[config.mk]
export PLATFORM = sky130hd
export DESIGN_NAME = oc_timer_dual
export DESIGN_NICKNAME = d
export VERILOG_FILES = /design/src/rtl/oc_pkg.sv /design/src/rtl/oc_free_counter.sv /design/src/rtl/oc_compare_chan.sv /design/src/rtl/oc_timer_dual.sv
export SDC_FILE = /design/constraint.sdc
export NUM_CORES = 1
export LEC_CHECK = 0
export ABC_AREA = 1
export BUFFER_PORTS_ARGS = -buffer_cell sky130_fd_sc_hd__buf_2
export CAP_MARGIN = 5
export CORE_MARGIN = 2
export CORE_UTILIZATION = 54
export CTS_CLUSTER_SIZE = 14
export DETAILED_ROUTE_END_ITERATION = 8
export GPL_TIMING_DRIVEN = 0
export PLACE_DENSITY = 0.76
export SLEW_MARGIN = 20
export SYNTH_ARGS = -nofsm -noshare
export SYNTH_HDL_FRONTEND = slang
export SYNTH_SLANG_ARGS = --single-unit
[constraint.sdc]
create_clock -name clk -period 2 [get_ports clk]
set_clock_uncertainty 0.15 [all_clocks]
set_input_delay 0.3 -clock clk [delete_from_list [all_inputs] [get_ports clk]]
set_output_delay 0.3 -clock clk [all_outputs]
set_load 0.02 [all_outputs]
[src/rtl/oc_pkg.sv]
package oc_pkg;

    localparam int NUM_CH = 2;
    localparam int BYTE_W = 8;
    localparam int ADDR_W = 3;

    typedef enum logic [ADDR_W-1:0] {
        A_CTLA = 3'd0,
        A_CTLB = 3'd1,
        A_STAT = 3'd2,
        A_C1HI = 3'd3,
        A_C1LO = 3'd4,
        A_C2HI = 3'd5,
        A_C2LO = 3'd6,
        A_NONE = 3'd7
    } reg_addr_e;

    // field positions inside the control registers
    localparam int CTLA_IEN  = 7;
    localparam int CTLB_OE0  = 6;
    localparam int CTLB_RATE = 2;

    typedef struct packed {
        logic              ien;
        logic [NUM_CH-1:0] lvl;
        logic [NUM_CH-1:0] oe;
        logic [1:0]        rate;
        logic [NUM_CH-1:0] flg;
        logic [NUM_CH-1:0] clr_arm;
        logic [NUM_CH-1:0] pin;
    } ctl_state_t;

endpackage

[src/rtl/oc_free_counter.sv]
module oc_free_counter #(
    parameter int CNT_W = 16,
    parameter int PRE_W = 3
) (
    input  logic             clk,
    input  logic             rst_n,
    input  logic [1:0]       rate,
    output logic             tick,
    output logic [CNT_W-1:0] cnt_nxt
);

    typedef struct packed {
        logic [PRE_W-1:0] pre;
        logic [CNT_W-1:0] cnt;
    } cnt_state_t;

    cnt_state_t       s_d, s_q;
    logic [PRE_W-1:0] lim;

    always_comb begin
        lim     = PRE_W'((32'd1 << rate) - 32'd1);
        tick    = (s_q.pre >= lim);
        cnt_nxt = s_q.cnt + CNT_W'(1);
        s_d     = s_q;
        if (tick) begin
            s_d.pre = '0;
            s_d.cnt = cnt_nxt;
        end else begin
            s_d.pre = s_q.pre + PRE_W'(1);
        end
    end

    always_ff @(posedge clk or negedge rst_n) begin
        if (!rst_n) s_q <= '0;
        else        s_q <= s_d;
    end

endmodule

[src/rtl/oc_compare_chan.sv]
module oc_compare_chan #(
    parameter int CNT_W  = 16,
    parameter int BYTE_W = 8
) (
    input  logic              clk,
    input  logic              rst_n,
    input  logic              wr_hi,
    input  logic              wr_lo,
    input  logic [BYTE_W-1:0] wdata,
    input  logic              tick,
    input  logic [CNT_W-1:0]  cnt_nxt,
    output logic [CNT_W-1:0]  cmp,
    output logic              armed,
    output logic              hit
);

    typedef struct packed {
        logic [CNT_W-1:0] cmp;
        logic             armed;
    } chan_state_t;

    chan_state_t s_d, s_q;

    always_comb begin
        s_d = s_q;
        if (wr_hi) begin
            s_d.cmp[CNT_W-1 -: BYTE_W] = wdata;
            s_d.armed                  = 1'b0;
        end
        if (wr_lo) begin
            s_d.cmp[BYTE_W-1:0] = wdata;
            s_d.armed           = 1'b1;
        end
        hit   = tick && s_q.armed && (cnt_nxt == s_q.cmp);
        cmp   = s_q.cmp;
        armed = s_q.armed;
    end

    always_ff @(posedge clk or negedge rst_n) begin
        if (!rst_n) s_q <= '0;
        else        s_q <= s_d;
    end

endmodule

[src/rtl/oc_timer_dual.sv]
module oc_timer_dual
    import oc_pkg::*;
#(
    parameter int CNT_W = 16,
    parameter int PRE_W = 3
) (
    input  logic        clk,
    input  logic        rst_n,
    input  logic [2:0]  bus_addr,
    input  logic [7:0]  bus_wdata,
    input  logic        bus_wr,
    input  logic        bus_rd,
    output logic [7:0]  bus_rdata,
    input  logic        opm_active,
    input  logic        pwm_active,
    output logic [1:0]  pin_level,
    output logic [1:0]  pin_drive,
    output logic        irq
);

    ctl_state_t        s_d, s_q;
    logic              tick;
    logic [CNT_W-1:0]  cnt_nxt;
    logic [CNT_W-1:0]  cmp_val [NUM_CH];
    logic [NUM_CH-1:0] hit, armed, wr_hi, wr_lo, lo_access, force_go;
    logic [NUM_CH-1:0] flag_vec;
    logic              ien_w;

    oc_free_counter #(.CNT_W(CNT_W), .PRE_W(PRE_W)) i_cnt (
        .clk     (clk),
        .rst_n   (rst_n),
        .rate    (s_q.rate),
        .tick    (tick),
        .cnt_nxt (cnt_nxt)
    );

    for (genvar c = 0; c < NUM_CH; c++) begin : g_ch
        localparam logic [ADDR_W-1:0] HI_A = ADDR_W'(int'(A_C1HI) + 2*c);
        localparam logic [ADDR_W-1:0] LO_A = ADDR_W'(int'(A_C1LO) + 2*c);

        assign wr_hi[c]     = bus_wr && (bus_addr == HI_A);
        assign wr_lo[c]     = bus_wr && (bus_addr == LO_A);
        assign lo_access[c] = (bus_wr || bus_rd) && (bus_addr == LO_A);

        oc_compare_chan #(.CNT_W(CNT_W), .BYTE_W(BYTE_W)) i_chan (
            .clk     (clk),
            .rst_n   (rst_n),
            .wr_hi   (wr_hi[c]),
            .wr_lo   (wr_lo[c]),
            .wdata   (bus_wdata),
            .tick    (tick),
            .cnt_nxt (cnt_nxt),
            .cmp     (cmp_val[c]),
            .armed   (armed[c]),
            .hit     (hit[c])
        );
    end

    always_comb begin
        logic ctla_wr, ctlb_wr, stat_rd, clr;
        ctla_wr = bus_wr && (bus_addr == A_CTLA);
        ctlb_wr = bus_wr && (bus_addr == A_CTLB);
        stat_rd = bus_rd && (bus_addr == A_STAT);
        s_d     = s_q;

        if (ctla_wr) begin
            s_d.ien = bus_wdata[CTLA_IEN];
            s_d.lvl = bus_wdata[NUM_CH-1:0];
        end
        if (ctlb_wr) begin
            s_d.oe   = bus_wdata[CTLB_OE0 +: NUM_CH];
            s_d.rate = bus_wdata[CTLB_RATE +: 2];
        end

        for (int c = 0; c < NUM_CH; c++) begin
            force_go[c] = ctlb_wr && bus_wdata[c] && bus_wdata[CTLB_OE0 + c]
                          && !(opm_active || pwm_active);
            clr = lo_access[c] && s_q.clr_arm[c];

            if (stat_rd && s_q.flg[c]) s_d.clr_arm[c] = 1'b1;
            else if (clr)              s_d.clr_arm[c] = 1'b0;

            if (hit[c])   s_d.flg[c] = 1'b1;
            else if (clr) s_d.flg[c] = 1'b0;

            if (hit[c] && s_q.oe[c]) s_d.pin[c] = s_q.lvl[c];
            else if (force_go[c])    s_d.pin[c] = s_q.lvl[c];
        end
    end

    always_ff @(posedge clk or negedge rst_n) begin
        if (!rst_n) s_q <= '0;
        else        s_q <= s_d;
    end

    always_comb begin
        case (bus_addr)
            A_CTLA:  bus_rdata = {s_q.ien, 5'b0, s_q.lvl};
            A_CTLB:  bus_rdata = {s_q.oe, 2'b0, s_q.rate, 2'b0};
            A_STAT:  bus_rdata = {s_q.flg[0], s_q.flg[1], 6'b0};
            A_C1HI:  bus_rdata = cmp_val[0][CNT_W-1 -: BYTE_W];
            A_C1LO:  bus_rdata = cmp_val[0][BYTE_W-1:0];
            A_C2HI:  bus_rdata = cmp_val[1][CNT_W-1 -: BYTE_W];
            A_C2LO:  bus_rdata = cmp_val[1][BYTE_W-1:0];
            default: bus_rdata = 8'h00;
        endcase
    end

    assign flag_vec  = s_q.flg;
    assign ien_w     = s_q.ien;
    assign pin_level = s_q.pin;
    assign pin_drive = s_q.oe;
    assign irq       = s_q.ien && (|s_q.flg);

endmodule

==> results of run 1 <==
==> cells in the final DEF, fill, tap and decap left out, types with 10 or more instances in the layout <==
master   Yosys  routed
nand2_1    163     151
o21ai_0     62      56
nor2_1      38      29
buf_4        4      21
nand3_1     49      44
nand2_2      5      17
inv_1       78      71
nand4_1     10      10
dfrtp_1     66      63
buf_2        2      30
==> state kept, by name, indices dropped and copies added, names as in the netlist <==
name / cells
i_cnt.s_q: 19
ien_w: 1
s_q: 6
pin_drive: 2
g_ch.i_chan.armed: 2
flag_vec: 2
pin_level: 2
g_ch.i_chan.cmp: 32
==> power breakdown <==
part,switching [mW],internal [mW],total [mW]
combinational,1.18,0.778,1.96
clock,0.599,0.599,1.20
sequential,0.258,1.60,1.86
==> cell type report <==
| cell class | instances | area (µm²) | area share (%) |
|---|---|---|---|
| multi-input cells | 382 | 2038 | 43.27 |
| well taps | 96 | 120.1 | 2.550 |
| clock buffers | 9 | 123.9 | 2.629 |
| clock inverters | 7 | 83.83 | 1.780 |
| flip-flops and latches | 66 | 1655 | 35.14 |
| repair buffers | 47 | 309.0 | 6.560 |
| inverters | 79 | 299.0 | 6.348 |
| plain buffers | 12 | 81.33 | 1.726 |
==> timing repair <==
item / CTS / global route
pin swaps: 8 / 17
hold endpoints to repair: 66 / 0
gates resized for setup: 35 / 34
buffers inserted: 4 / 12
endpoints found under the setup margin: 30 / 26
hold buffers: 1 / 0
cloned: 0 / 0
==> synth_stat cells (2+ instances only) <==
library cell | count | share of area [%]
ha_1 | 5 | 1.6
xor2_1 | 3 | 0.68
o22ai_1 | 8 | 1.3
buf_4 | 4 | 0.77
inv_1 | 78 | 7.5
clkbuf_1 | 6 | 0.58
o221ai_1 | 2 | 0.45
nor2_2 | 3 | 0.48
o21ai_0 | 62 | 8.0
nand4_1 | 10 | 1.6
xnor2_1 | 6 | 1.4
nand2_2 | 5 | 0.81
nand2_1 | 163 | 16
buf_2 | 2 | 0.26
nand3_2 | 2 | 0.52
dfrtp_1 | 66 | 43
nor2_1 | 38 | 3.7
a21oi_1 | 3 | 0.39
nor2_4 | 4 | 1.2
nand3b_1 | 5 | 0.97
a221oi_1 | 4 | 0.90
a32o_1 | 2 | 0.52
nand3_1 | 49 | 6.3
==> layer usage <==
metal | vias to the layer above | part of all wire (%) | GRT usage [%]
met5 | - | 0 | 0
met4 | 0 | 2.5 | 13.22
met3 | 26 | 6.8 | 5.970
met2 | 174 | 48 | 47.29
met1 | 1848 | 43 | 41.06
li1 | 1866 | - | -
==> worst max-delay path: cells and delay by family, from the launching register on <==
family | cells | cell delay (ns)
simple gates | 11 | 1.09
flops | 1 | 0.44
fa+ha+maj | 1 | 0.26
buf+inv | 2 | 0.18
==> worst min path at each step <==
stage,from,endpoint,slack [ns]
finish,bus_wdata[5],g_ch[0].i_chan.cmp[13],0.04
global route,bus_wdata[2],s_q[6],0.04
CTS,bus_wdata[5],g_ch[0].i_chan.cmp[13],0.04
detailed placement,rst_n,i_cnt.s_q[1],0.04
global placement,i_cnt.s_q[16],i_cnt.s_q[16],0.30
floorplan,rst_n,flag_vec[0],-0.15
==> metrics by stage <==
| step | hold slack (ns) | util, % | instance area (µm²) | worst slack, ns |
|---|---|---|---|---|
| after floorplan | -0.1456 | - | 3885 | 0.05383 |
| after global placement | 0.2979 | 60.42 | 4150 | -0.3927 |
| after detailed placement | 0.03598 | 60.86 | 4180 | -0.4207 |
| after CTS | 0.03611 | 66.14 | 4543 | -0.1636 |
| after global routing | 0.03883 | 68.58 | 4711 | -0.3400 |
| final | 0.04199 | 68.58 | 4711 | -0.2099 |
==> kinds of logic after synthesis <==
family	share of synthesized area, %
and+or+nand+nor	31.56
buffers and inverters	9.243
AOI/OAI and AO/OA	13.04
DFF	42.51
xor gates and xnor gates	2.029
adders and majority gates	1.610
==> key figures, run 1 <==
Outcome
  • Outcome: finished with violations
  • Violated checks: negative setup slack

Timing
  • Maximum clock rate: 452.5 MHz
  • Slew Viols, Final: 0
  • Unrepaired setup endpoints after global routing: yes
  • Least-Margin Pin Slew: about 0.74 ns
  • Final Cycle Share: 110.5%
  • Final hold vios: 0
  • Worst setup margin: -0.2099 ns
  • Period minus WS final: between 2 and 2.5 ns
  • Endpoints failing setup: 3
  • Setup TNS: -0.3988 ns
  • Max_slew headroom: 50.80%

Synthesis
  • Asr flop ratio synth: 100.0%
  • Cell Area, Synth: approximately 0.004 mm²
  • Syn Area/Cell: 7.208 µm²
  • Synth cell types: 32
  • Yosys Warn Count: 0
  • Seq/Total Area, Yosys: around 43%
  • Syn_nets: between 500 and 600
  • Post-Synthesis Cells: 539
  • Yosys reg bits: 66
  • Ys flop type: dfrtp_1
  • Number of synthesized flops with an enable pin: 0

Cells and area
  • Diode count: 0
  • Filler cell count: approximately 570
  • Layout cell share with drive strength beyond 1: between 20% and 30%
  • Post-Layout Cell Count: around 700
  • Final nets: just over 600
  • Area growth syn-to-layout: 21.26%

Placement
  • RePlAce Congestion: just over 0.9
  • Inst Count DP: roughly 670
  • Detail Placement HPWL: 8.157 mm
  • IO Port Bufs: 29

Clock network
  • Sink Count: between 60 and 70
  • Clock Path Buffers: 2
  • Num CTS Buffers: 9
  • H-tree level count: 3
  • Clock root buffer: clkbuf_8
  • CTS tree: built
  • CTS clock-pin slew for the worst setup and hold paths: 0.08 ns
  • Skew-Pair Late Insertion Delay: roughly 0.36 ns

Die
  • Die area: between 0.007 and 0.008 mm²
  • Die Y: roughly 89 µm
  • Die W: just under 90 µm
  • Core box area: just under 0.007 mm²
  • Ports: 30
  • Initial core utilization: between 50 and 60%
  • Row count: 30

Pwr
  • Leakage power figure: around 2.3 nW
  • Pwr Density: ~1100 mW/mm²
  • Max VDD drop: approximately 750 µV
  • Design Power: around 5 mW

Global routing
  • Total track usage: a little under a third
  • First-pass GRT wire length: approximately 18 mm
  • Largest net degree at the start of global routing: 51
  • Grt ovf: 0
  • Initial antenna violation count: 0
  • Vias in the first global route: 3,646

Job
  • Max-cap viol count: 0

Routing
  • DRT antenna net count: 0
  • DR WL/cell: ~16 µm
  • First-pass detailed-route iteration total: 6
  • DRC violations left: 0
  • Final wirelength: ~11 mm
  • Initial DRC count: roughly 350
  • Via-to-Cell Ratio: 5.607
  • Vias: ~3,900

Critical path
  • Most common cell on crit path: nand2_1
  • Crit-path cells: ha_4 > buf_4 > nand2_1 > nand3_1 > nor2_2 > nand3_1 > nor2_1 > nand3_1 > nor2_4 > nand4_1 > nand2_1 > nand2_1 > nand2_1 > inv_1
  • Crit Path Class: reg2reg
  • CP Max Fanout: 2
  • Cells on worst reg2reg path: 14
  • Type of origin of the critical path: flip-flop
  • R2R Setup Slk: -0.21 ns
  • Slowest stage cell, crit path: dfrtp_2
  • Crit path required time: 2.11 ns
  • CP max stage delay: around 0.44 ns
  • RR Startpoint: i_cnt.s_q[1]
  • End of the critical path: pin_level[1]
  • Arr. time, crit path: 2.32 ns
  • Crit path launch: i_cnt.s_q[1]
  • R2R Path End: pin_level[1]
  • Worst Setup End Kind: flip-flop

Hold path
  • Hold depth: 3
  • Hold Path Class: in2reg
(Power assumes the default switching activity.)
==> run 2, diff against run 1 <==
--- a/config.mk
+++ b/config.mk
@@ -13,7 +13,7 @@
 export CTS_CLUSTER_SIZE = 14
 export DETAILED_ROUTE_END_ITERATION = 8
 export GPL_TIMING_DRIVEN = 0
-export PLACE_DENSITY = 0.76
+export PLACE_DENSITY = 0.83
 export SLEW_MARGIN = 20
 export SYNTH_ARGS = -nofsm -noshare
 export SYNTH_HDL_FRONTEND = slang
==> key figures, run 2 (synthesized netlist as in run 1, its figures left out) <==
Critical path
  • Crit Path Class: reg2reg
  • CP Max Fanout: 7 (+5)
  • Type of origin of the critical path: flip-flop
  • Crit path required time: 2.10 ns (about the same)
  • Arr. time, crit path: 2.41 ns (+0.09 ns)
  • Worst Setup End Kind: flip-flop
  • Cells on worst reg2reg path: 15 (+1)

Placement
  • RePlAce Congestion: 0.9223 (+1.2%)
  • Detail Placement HPWL: 8.372 mm (+2.6%)
  • IO Port Bufs: 29 (unchanged)

Die
  • Core box area: 0.006869 mm² (unchanged)
  • Ports: 30 (unchanged)
  • Row count: 30 (unchanged)
  • Die Y: 88.82 µm (unchanged)
  • Die area: 0.007889 mm² (unchanged)
  • Initial core utilization: 56.56% (unchanged)
  • Die W: 88.82 µm (unchanged)

Routing
  • DR WL/cell: 17.49 µm (+10%)
  • Vias: 4,173 (+6.6%)
  • Final wirelength: 12.30 mm (+11%)
  • Via-to-Cell Ratio: 5.936 (+5.9%)
  • DRT antenna net count: 0 (unchanged)
  • Initial DRC count: 456 (+32%)
  • DRC violations left: 0 (unchanged)
  • First-pass detailed-route iteration total: 8 (+2)

Job
  • Max-cap viol count: 0 (unchanged)

Hold path
  • Hold Path Class: in2reg
  • Hold depth: 3 (unchanged)

Pwr
  • Leakage power figure: 2.302 nW (+0.94%)
  • Pwr Density: 1032 mW/mm² (-3.2%)
  • Max VDD drop: 638.0 µV (-15%)
  • Design Power: 4.901 mW (-2.4%)

Timing
  • Unrepaired setup endpoints after global routing: yes
  • Hold_ws: 0.04604 ns (+0.004051 ns)
  • Worst setup margin: -0.3046 ns (-0.09471 ns)
  • Period minus WS final: 2.305 ns (+0.09471 ns)
  • Slew Viols, Final: 0 (unchanged)
  • Endpoints failing setup: 4 (+1)
  • Final Cycle Share: 115.2% (+4.7 points)
  • Maximum clock rate: 433.9 MHz (-4.1%)
  • Setup TNS: -0.8109 ns (-0.4121 ns)
  • Least-Margin Pin Slew: 0.6859 ns (-0.04940 ns)
  • Final hold vios: 0 (unchanged)
  • Max_slew headroom: 54.11% (+3.3 points)

Global routing
  • Largest net degree at the start of global routing: 49 (-3.9%)
  • Vias in the first global route: 4,190 (+15%)
  • Initial antenna violation count: 0 (unchanged)
  • First-pass GRT wire length: 20.00 mm (+12%)
  • Total track usage: 33.75% (+3.5 points)
  • Grt ovf: 0 (unchanged)

Cells and area
  • Area growth syn-to-layout: 22.25%
  • Most frequent cells in the layout: 149 x nand2_1, 72 x inv_1, 63 x dfrtp_1, 55 x o21ai_0, 42 x nand3_1
  • Diode count: 0 (unchanged)
  • Layout cell share with drive strength beyond 1: 22.90% (+0.97 points)
  • Final nets: 624 (+0.81%)
  • Max FFs per register: 32 (unchanged)
  • Commonest non-fill, non-tap cell in the layout: nand2_1
  • Layout Utilization: 69.14% (+0.56 points)

Clock network
  • CTS tree: built
  • Sink Count: 66 (unchanged)
  • Clock Path Buffers: 2 (unchanged)
  • Num CTS Buffers: 9 (unchanged)
  • H-tree level count: 3 (unchanged)
  • Skew-Pair Late Insertion Delay: 0.36 ns (about the same)
  • CTS clock-pin slew for the worst setup and hold paths: 0.08 ns (about the same)
  • Clock root buffer: clkbuf_8

Outcome
  • Outcome: finished with violations
  • Violated checks: negative setup slack
## run 2: timing repair
item / CTS / global route
endpoints found under the hold margin: 23 / 0
hold buffers: 1 / 0
gates resized for setup: 42 / 35
setup buffers: 12 / 10
pin swaps: 17 / 21
cloned: 0 / 0
endpoints found under the setup margin: 31 / 24
## run 2: metal layers
metal	vias to the layer above	routed length (µm)	global-route usage, %	share of wire (%)
li1	1874	-	-	-
met1	1918	4729	43.59	38
met2	301	5673	52.65	46
met3	80	1186	7.183	9.6
met4	0	705	19.28	5.7
met5	-	0	0	0
## run 2: final cells by class
| type | count | area [µm²] |
|---|---|---|
| well taps | 96 | 120.1 |
| clock inverters | 6 | 42.54 |
| repair buffers | 52 | 349.1 |
| flip-flops and latches | 66 | 1655 |
| inverters | 79 | 299.0 |
| plain buffers | 12 | 85.08 |
| multi-input cells | 382 | 2061 |
| fillers | 516 | 2120 |
| clock buffers | 10 | 137.6 |
## run 2: power breakdown
part | switching (mW) | total, mW | internal, mW | leakage [nW]
Combinational | 1.22 | 1.97 | 0.751 | 1.38
Sequential | 0.273 | 1.87 | 1.60 | 0.832
Clock | 0.573 | 1.06 | 0.483 | 0.0882
Total | 2.07 | 4.90 | 2.83 | 2.30
## run 2: path summary, 6_finish.rpt
check	slack (ns)	end	start
max	-0.30	pin_level[1]	i_cnt.s_q[0]
max reg2reg	-0.30	pin_level[1]	i_cnt.s_q[0]
min reg2reg	0.33	g_ch[1].i_chan.armed	g_ch[1].i_chan.armed
min in group asynchronous	0.22	i_cnt.s_q[2]	rst_n
min	0.05	s_q[6]	bus_wdata[2]
max in group asynchronous	0.94	pin_drive[1]	rst_n
## run 2: critical path: stages, from the launching register on
cell     delay [ns]
dfrtp_1        0.43
ha_4           0.19
nand2_4        0.07
nor2_4         0.21
buf_6          0.14
nand3_2        0.09
nand3_2        0.09
nand2_1        0.06
nor2_1         0.11
nand3_1        0.12
nor2_4         0.15
nand4_1        0.15
nand2_1        0.09
nand2_1        0.05
nand2_1        0.06
inv_1          0.03
## run 2: metrics by stage
stage	setup slack, ns	cell area [µm²]	cells
CTS	-0.1883	4606	694
global route	-0.4453	4750	703
finish	-0.3046	4750	703
detailed placement	-0.4326	4180	665
global placement	-0.4104	4150	664
floorplan	0.05383	3885	539
